File: config.mk
export PLATFORM = sky130hd
export DESIGN_NAME = stim_phase_timer
export DESIGN_NICKNAME = d
export VERILOG_FILES = /design/src/rtl/stim_phase_pkg.sv /design/src/rtl/pulse_cfg_hold.sv /design/src/rtl/phase_counter.sv /design/src/rtl/stim_phase_timer.sv
export SDC_FILE = /design/constraint.sdc
export NUM_CORES = 1
export LEC_CHECK = 0
export ABC_CLOCK_PERIOD_IN_PS = 2350
export BUFFER_PORTS_ARGS = -buffer_cell sky130_fd_sc_hd__buf_2
export CAP_MARGIN = 30
export CELL_PAD_IN_SITES_DETAIL_PLACEMENT = 2
export CELL_PAD_IN_SITES_GLOBAL_PLACEMENT = 2
export CORE_MARGIN = 5
export CORE_UTILIZATION = 35
export CTS_BUF_LIST = sky130_fd_sc_hd__clkbuf_2
export DETAILED_ROUTE_END_ITERATION = 12
export GPL_TIMING_DRIVEN = 0
export PLACE_DENSITY_LB_ADDON = 0.15
export SLEW_MARGIN = 10
export SYNTH_ARGS = -nofsm -noshare
export SYNTH_HDL_FRONTEND = slang
export SYNTH_SLANG_ARGS = --single-unit
File: constraint.sdc
create_clock -name clk -period 2.35 [get_ports clk]
set_input_delay 0.3525 -clock clk [delete_from_list [all_inputs] [get_ports clk]]
set_output_delay 0.3525 -clock clk [all_outputs]
set_load 0.02 [all_outputs]
File: src/rtl/stim_phase_pkg.sv
package stim_phase_pkg;
  localparam int unsigned NUM_PHASES = 3;
  localparam int unsigned PH_ANODE = 0;
  localparam int unsigned PH_GAP   = 1;
  localparam int unsigned PH_CATH  = 2;
endpackage

File: src/rtl/pulse_cfg_hold.sv
module pulse_cfg_hold #(
  parameter int unsigned WORD_W = 18
) (
  input  logic              clk,
  input  logic              rst,
  input  logic              stb,
  input  logic [WORD_W-1:0] word_in,
  output logic [WORD_W-1:0] held
);
  always_ff @(posedge clk) begin
    if (rst)      held <= '0;
    else if (stb) held <= word_in;
  end

  // capture happens on a strobe edge
  a_r3_capture: assert property (@(posedge clk) disable iff (rst)
    stb |=> held == $past(word_in));
  // without a strobe the held word is unchanged
  a_r3_hold: assert property (@(posedge clk) disable iff (rst)
    !stb |=> $stable(held));
endmodule

File: src/rtl/phase_counter.sv
module phase_counter #(
  parameter int unsigned CNT_W = 6
) (
  input  logic             clk,
  input  logic             rst,
  input  logic             load,
  input  logic [CNT_W-1:0] preset,
  input  logic             step,
  output logic [CNT_W-1:0] cnt_nxt,
  output logic             at_top
);
  localparam logic [CNT_W-1:0] TOP = '1;
  logic [CNT_W-1:0] cnt_q;

  always_comb begin
    if (load)      cnt_nxt = preset;
    else if (step) cnt_nxt = cnt_q + 1'b1;
    else           cnt_nxt = cnt_q;
  end

  always_ff @(posedge clk) begin
    if (rst) cnt_q <= TOP;
    else     cnt_q <= cnt_nxt;
  end

  assign at_top = (cnt_q == TOP);

  // a counter at terminal count never moves without a load
  a_r7_counter_frozen: assert property (@(posedge clk) disable iff (rst)
    at_top && !load |=> at_top);
endmodule

File: src/rtl/stim_phase_timer.sv
module stim_phase_timer
  import stim_phase_pkg::*;
#(
  parameter int unsigned FIELD_W = 6
) (
  input  logic                     clk,
  input  logic                     rst,
  input  logic [3*FIELD_W-1:0]     cfg_word,
  input  logic                     cfg_stb,
  input  logic                     start_n,
  output logic                     anode_en,
  output logic                     cathode_en
);
  localparam int unsigned CFG_W = NUM_PHASES * FIELD_W;
  localparam logic [FIELD_W-1:0] TOP = '1;

  logic [CFG_W-1:0]      held;
  logic                  load;
  logic [NUM_PHASES-1:0] top;
  logic [NUM_PHASES-1:0] step;
  logic [FIELD_W-1:0]    preset  [NUM_PHASES];
  logic [FIELD_W-1:0]    cnt_nxt [NUM_PHASES];

  assign load = !start_n;

  pulse_cfg_hold #(.WORD_W(CFG_W)) u_hold (
    .clk(clk), .rst(rst), .stb(cfg_stb), .word_in(cfg_word), .held(held)
  );

  // Phase 0 (anodic) takes the top field, the last phase the bottom one.
  for (genvar g = 0; g < NUM_PHASES; g++) begin : g_phase
    assign preset[g] = held[(NUM_PHASES-1-g)*FIELD_W +: FIELD_W];
    phase_counter #(.CNT_W(FIELD_W)) u_cnt (
      .clk(clk), .rst(rst), .load(load), .preset(preset[g]),
      .step(step[g]), .cnt_nxt(cnt_nxt[g]), .at_top(top[g])
    );
  end

  // A counter steps only when every earlier counter has finished.
  always_comb begin
    logic prev_done;
    prev_done = 1'b1;
    for (int i = 0; i < NUM_PHASES; i++) begin
      step[i]   = prev_done && !top[i];
      prev_done = prev_done && top[i];
    end
  end

  logic anode_nxt, cathode_nxt;
  always_comb begin
    anode_nxt   = cnt_nxt[PH_ANODE] != TOP;
    cathode_nxt = (cnt_nxt[PH_ANODE] == TOP) && (cnt_nxt[PH_GAP] == TOP)
                  && (cnt_nxt[PH_CATH] != TOP);
  end

  always_ff @(posedge clk) begin
    if (rst) begin
      anode_en   <= 1'b0;
      cathode_en <= 1'b0;
    end else begin
      anode_en   <= anode_nxt;
      cathode_en <= cathode_nxt;
    end
  end

  // enables are mutually exclusive
  a_r8_exclusive: assert property (@(posedge clk) disable iff (rst)
    !(anode_en && cathode_en));
  // a start with a nonzero anodic length raises the anodic enable
  a_r4_start: assert property (@(posedge clk) disable iff (rst)
    !start_n && (held[CFG_W-1 -: FIELD_W] != TOP) |=> anode_en);
  // anodic setting of 63 keeps the anodic enable low
  a_r6_skip_anode: assert property (@(posedge clk) disable iff (rst)
    !start_n && (held[CFG_W-1 -: FIELD_W] == TOP) |=> !anode_en);
  // a finished chain keeps both enables low
  a_r7_locked: assert property (@(posedge clk) disable iff (rst)
    start_n && (&top) |=> !anode_en && !cathode_en);
endmodule

# Yosys cells after proc, flatten, opt, wreduce, memory -nomap -nowiden
# Index checks and enable logic that the tools add are counted.
[word_totals]
mem_bits_rw = 0
elab_cells = 29
mem_count = 0
output_inout_bits = 2
rom_bits = 0
latch_bits = 0
inputBits = 22
ff_bits = 38
[op_classes]
n_mux = 6
div_mod_pow = 0
n_lt_le_gt_ge = 0
bitwise = 0
add_sub_neg = 3
mul = 0
n_reduce_logical = 7
n_shift = 0
eq_ne = 7
[op_table]
columns = ["operator", "n"]
rows = [
  ["$mux 6", 6],
  ["$eq 6x6->1 const B", 5],
  ["$add 6x1->6 const B", 3],
  ["$ne 6x6->1 const B", 2],
  ["$logic_and 1x1->1", 5],
  ["$logic_not 1->1", 2],
]

# Depth between registers and ports, before layout
[depth]
word_depth = 8
ltp_mapped = 8

# By module
# From an unflattened synthesis, not the netlist that was laid out.
[hier_totals]
hier_cells = 198
area_unflattened_um2 = 1856.8
[modules_own_cells]
columns = ["mod", "instances", "cells_each", "seq_area_each_um2", "area_each_um2"]
rows = [
  ["phase_counter", 3, 41, 120.1, 362.8],
  ["pulse_cfg_hold", 1, 58, 360.3, 649.4],
  ["stim_phase_timer", 1, 17, 40.0, 118.9],
]

# Worst setup path after synthesis
# No wires, ideal clock.
[synth_timing]
path_type = "register to register"
from = "reg g_phase[0].u_cnt.cnt_q[0]"
to = "reg cathode_en"
synth_period_minus_slack_ns = 2.018
arrival_ns = 1.948
required_time_ns = 2.280
slack_ns = 0.332
stages_incl_launch_ff = 9
n_path_buf = 1
cell_sequence = "dfxtp_1 ha_1 buf_4 nand3_2 a311o_2 nor2_4 mux2_2 a41o_1 a21oi_1"
[synth_between]
elab_chain_cells = 7
word_cells_on_any_way = 16
classes_between = "add/sub (1); eq/ne (4); mux (6); reduce/logical (5)"
[synth_rtl]
columns = ["item", "line", "rtl"]
rows = [
  ["start, declared", "phase_counter.sv:13", "logic [CNT_W-1:0] cnt_q;"],
  ["start signal, assigned", "phase_counter.sv:23", "else cnt_q <= cnt_nxt;"],
  ["branches (longest 6 deep; another with $add 6x1->6)", "-", ""],
  ["$logic_and 1x1->1 *", "stim_phase_timer.sv:53", "&& (cnt_nxt[PH_CATH] != TOP);"],
  ["end signal, assigned", "stim_phase_timer.sv:62", "cathode_en <= cathode_nxt;"],
  ["end, declared", "stim_phase_timer.sv:12", "output logic cathode_en"],
]
# Every way passes the cells marked *.
# A chain may end at the register's enable or synchronous reset.

# Final worst setup path
# Same ends and word-level chain as after synthesis.

==> results.cfg <==
[worst_setup_path]
cp_num_buf_inv = 1
endpoint_kind = register
cp.required_ns = 2.69
critical_path_peak_fanout = 8
timing.critical_path.slowest_cell_delay_ns = 0.42
crit_type = reg2reg
worstSetupStartpointType = register
timing.critical_path.slowest_stage_cell = sky130_fd_sc_hd__a311o_2
path_delay_family = compound AO/OA/AOI/OAI gates
data_arrival_at_the_endpoint_of_the_critical_path_ns = 2.57
worstPathCellList = ha_1, buf_4, nand3_2, a311o_2, nor2_4, mux2_2, a41o_1, a21oi_1

[yosys]
yosys_warnings = 0
synthesis.nets = 240
netlist-cell-type-count = 49
yosys.cell_count.top_type = sky130_fd_sc_hd__dfxtp_1
post_synthesis_instance_area_mm2 = 0.00192
yosys.area.top_type_share = 0.397
synth_enable_flop_cells = 0
yosys.area.top_type = sky130_fd_sc_hd__dfxtp_1
dominantRegCellSynth = sky130_fd_sc_hd__dfxtp_1
postSynthCellCount = 215
synthArstFlopShare = 0
synth_area_per_cell_um2 = 8.92
yosys-top-cells-area = sky130_fd_sc_hd__dfxtp_1 (40%), sky130_fd_sc_hd__mux2i_1 (9.9%), sky130_fd_sc_hd__nor2_1 (4.7%)
post_synth_most_frequent_cells = sky130_fd_sc_hd__dfxtp_1 (38), sky130_fd_sc_hd__nor2_1 (24), sky130_fd_sc_hd__nand2_1 (22), sky130_fd_sc_hd__mux2i_1 (19), sky130_fd_sc_hd__nand3_1 (7)
synth-seq-area-share = 0.397
yosys_register_bits = 38

[power_and_ir_drop]
power_switching_share = 0.294
power_leakage_nw = 0.961
cellPowerDensity_mw_per_mm2 = 707
internal_power_mw = 1.11
switchingPower_mw = 0.463
power.combinational.fraction = 0.196
share_seq_of_total_power = 0.472
irDropWorstVdd_mv = 0.304
design_power_total_mw = 1.58
power.share.clock = 0.332

[clock_tree]
tritoncts = done
clkSlewWorstSetupHoldPaths_ns = 0.22
holdBufCountCts = 0
cts_buffer_depth = 2
insertion_delay_ns = 0.41
clock-sinks = 38
clock_tree.root_cell = sky130_fd_sc_hd__clkbuf_2
cts-buffers-inserted = 5
h-tree-depth = 2

[routing]
detailroute.via_count = 1701
route.detailed.wl_per_inst_um = 17.5
wirelength_um = 5570
antenna_left = 0
drt_pre_antenna_iters = 4
number_of_design_rule_violations_left_after_detail_routing = 0
detailed_route_vias_per_instance = 5.33
detail_route.iter0.violations = 58

[sta]
finalHoldViolations = 0
fin_skew_ns = 0.0190
max-slew-margin-rel = 0.581
max_freq_ghz = 0.448
final.period_utilization = 0.950
setup_violations = 0
final_max_slew_viol_count = 0
worst-slew-pin-transition_ns = 0.629
timing.final.ws_setup_ns = 0.118
min_period_ns = 2.23
rsz0062_at_grt = no

[floorplanning]
ios = 24
floorplan.die_area_mm2 = 0.00706
num_rows = 27
dieWidth_um = 84.0
floorplan.core_area_mm2 = 0.00541
chipHeight_um = 84.0
start_util = 0.355

[placement]
dpl.hpwl_um = 4170
numPortBuffers = 22
post_dp_cell_area_mm2 = 0.00212
pre_cts_slack_ns = -0.00979
dp_cells = 309
gp_routability_congestion = 0.770

[cells_and_area]
fillerInstances = 636
final_non_filler_cells = 319
nNetsFinal = 271
drive_above_1_share = 0.206
layout.core_utilization = 0.412
final_cell_area_mm2 = 0.00223
areaGrowthSynthToFinish_pct = 16.3
antenna_cells = 0

[global_route]
grt_max_degree = 13
groute.usage.overall = 0.170
grt_first_pass_wirelength_um = 9690
grt_antenna_before_repair = 0
grt_pass1_vias = 1903
globalRoute.totalOverflow = 0

[job]
max_cap_viol_count = 0

[worst_hold_path]
holdCritPathClass = in2reg

[run_status]
status = complete, no violations
==> what timing repair did <==
item,CTS,global route
resized for setup,2,2
buffers inserted,0,2
endpoints found under the setup margin,1,1
==> worst paths after layout <==
path	start	to	slack (ns)	cells after the start
setup / recovery	g_phase[0].u_cnt.cnt_q[0]$_SDFF_PP1_	cathode_en$_SDFF_PP0_	0.12	8
hold / removal	cfg_word[16]	u_hold.held[16]$_SDFFE_PP0P_	0.16	3
setup reg to reg	g_phase[0].u_cnt.cnt_q[0]$_SDFF_PP1_	cathode_en$_SDFF_PP0_	0.12	8
hold reg to reg	u_hold.held[2]$_SDFFE_PP0P_	g_phase[2].u_cnt.cnt_q[2]$_SDFF_PP1_	0.53	2
==> kinds of logic after synthesis <==
logic type,share of synthesized area
compound gates,0.143
xor+xnor,0.0457
fa+ha+maj,0.0196
buf+inv,0.0463
flops,0.397
mux,0.105
simple gates,0.243
==> power by group through the flow <==
| stage | Combinational [mW] | Clock [mW] | Sequential (mW) |
|---|---|---|---|
| floorplan | 0.220 | 0 | 0.741 |
| CTS | 0.307 | 0.532 | 0.746 |
| global placement | 0.292 | 0 | 0.756 |
| global route | 0.348 | 0.569 | 0.754 |
| detailed placement | 0.300 | 0 | 0.758 |
| finish | 0.309 | 0.523 | 0.745 |
==> worst min-delay path, stage by stage <==
cell	delay, ns
sky130_fd_sc_hd__buf_2	0.08
sky130_fd_sc_hd__mux2i_1	0.05
sky130_fd_sc_hd__nor2_1	0.07
==> layout make-up <==
| cell class | instances | area (um^2) | share of cell area |
|---|---|---|---|
| Sequential cell | 38 | 766 | 0.344 |
| Timing Repair Buffer | 24 | 125 | 0.0561 |
| Inverter | 5 | 18.8 | 0.00842 |
| Clock inverter | 3 | 63.8 | 0.0286 |
| Tap cell | 72 | 90.1 | 0.0404 |
| Clock buffer | 5 | 25.0 | 0.0112 |
| Multi-Input combinational cell | 161 | 1070 | 0.480 |
| Buffer | 11 | 70.1 | 0.0314 |
==> per-stage QoR <==
step                      setup TNS [ns]  hold WS [ns]
after global routing                   0         0.109
after global placement           -0.0490         0.477
final                                  0         0.155
after CTS                              0         0.143
after detailed placement        -0.00979         0.491
after floorplan                        0         0.447
==> cell usage in the layout (no fill, tap or decap), types with 3 or more instances in the layout <==
master	n
sky130_fd_sc_hd__o22ai_1	3
sky130_fd_sc_hd__nor2_1	23
sky130_fd_sc_hd__nand2_1	22
sky130_fd_sc_hd__inv_1	5
sky130_fd_sc_hd__dfxtp_1	36
sky130_fd_sc_hd__a31oi_1	4
sky130_fd_sc_hd__buf_2	23
sky130_fd_sc_hd__nand4_1	4
sky130_fd_sc_hd__clkbuf_1	6
sky130_fd_sc_hd__a21oi_1	4
sky130_fd_sc_hd__mux2i_1	19
sky130_fd_sc_hd__and4_1	3
sky130_fd_sc_hd__o211ai_1	6
sky130_fd_sc_hd__clkbuf_2	5
sky130_fd_sc_hd__nor3_1	4
sky130_fd_sc_hd__xor2_1	4
sky130_fd_sc_hd__nor2b_1	5
sky130_fd_sc_hd__o21ai_0	4
sky130_fd_sc_hd__ha_1	3
sky130_fd_sc_hd__xnor2_1	6
sky130_fd_sc_hd__and2_1	3
sky130_fd_sc_hd__nand3_1	7
sky130_fd_sc_hd__and3_1	5
sky130_fd_sc_hd__nor4_1	4
sky130_fd_sc_hd__buf_4	4
==> sequential cells by signal, indices dropped and copies added (netlist names) <==
name,cells
g_phase.u_cnt.cnt_q,18
u_hold.held,18
anode_en,1
cathode_en,1
==> layer usage <==
metal,vias up,track usage,share of wire
met2,22,0.280,0.45
li1,843,-,-
met4,0,0.0351,0.0088
met1,831,0.228,0.51
met5,-,0,0
met3,5,0.0375,0.027
(Power assumes the default switching activity.)
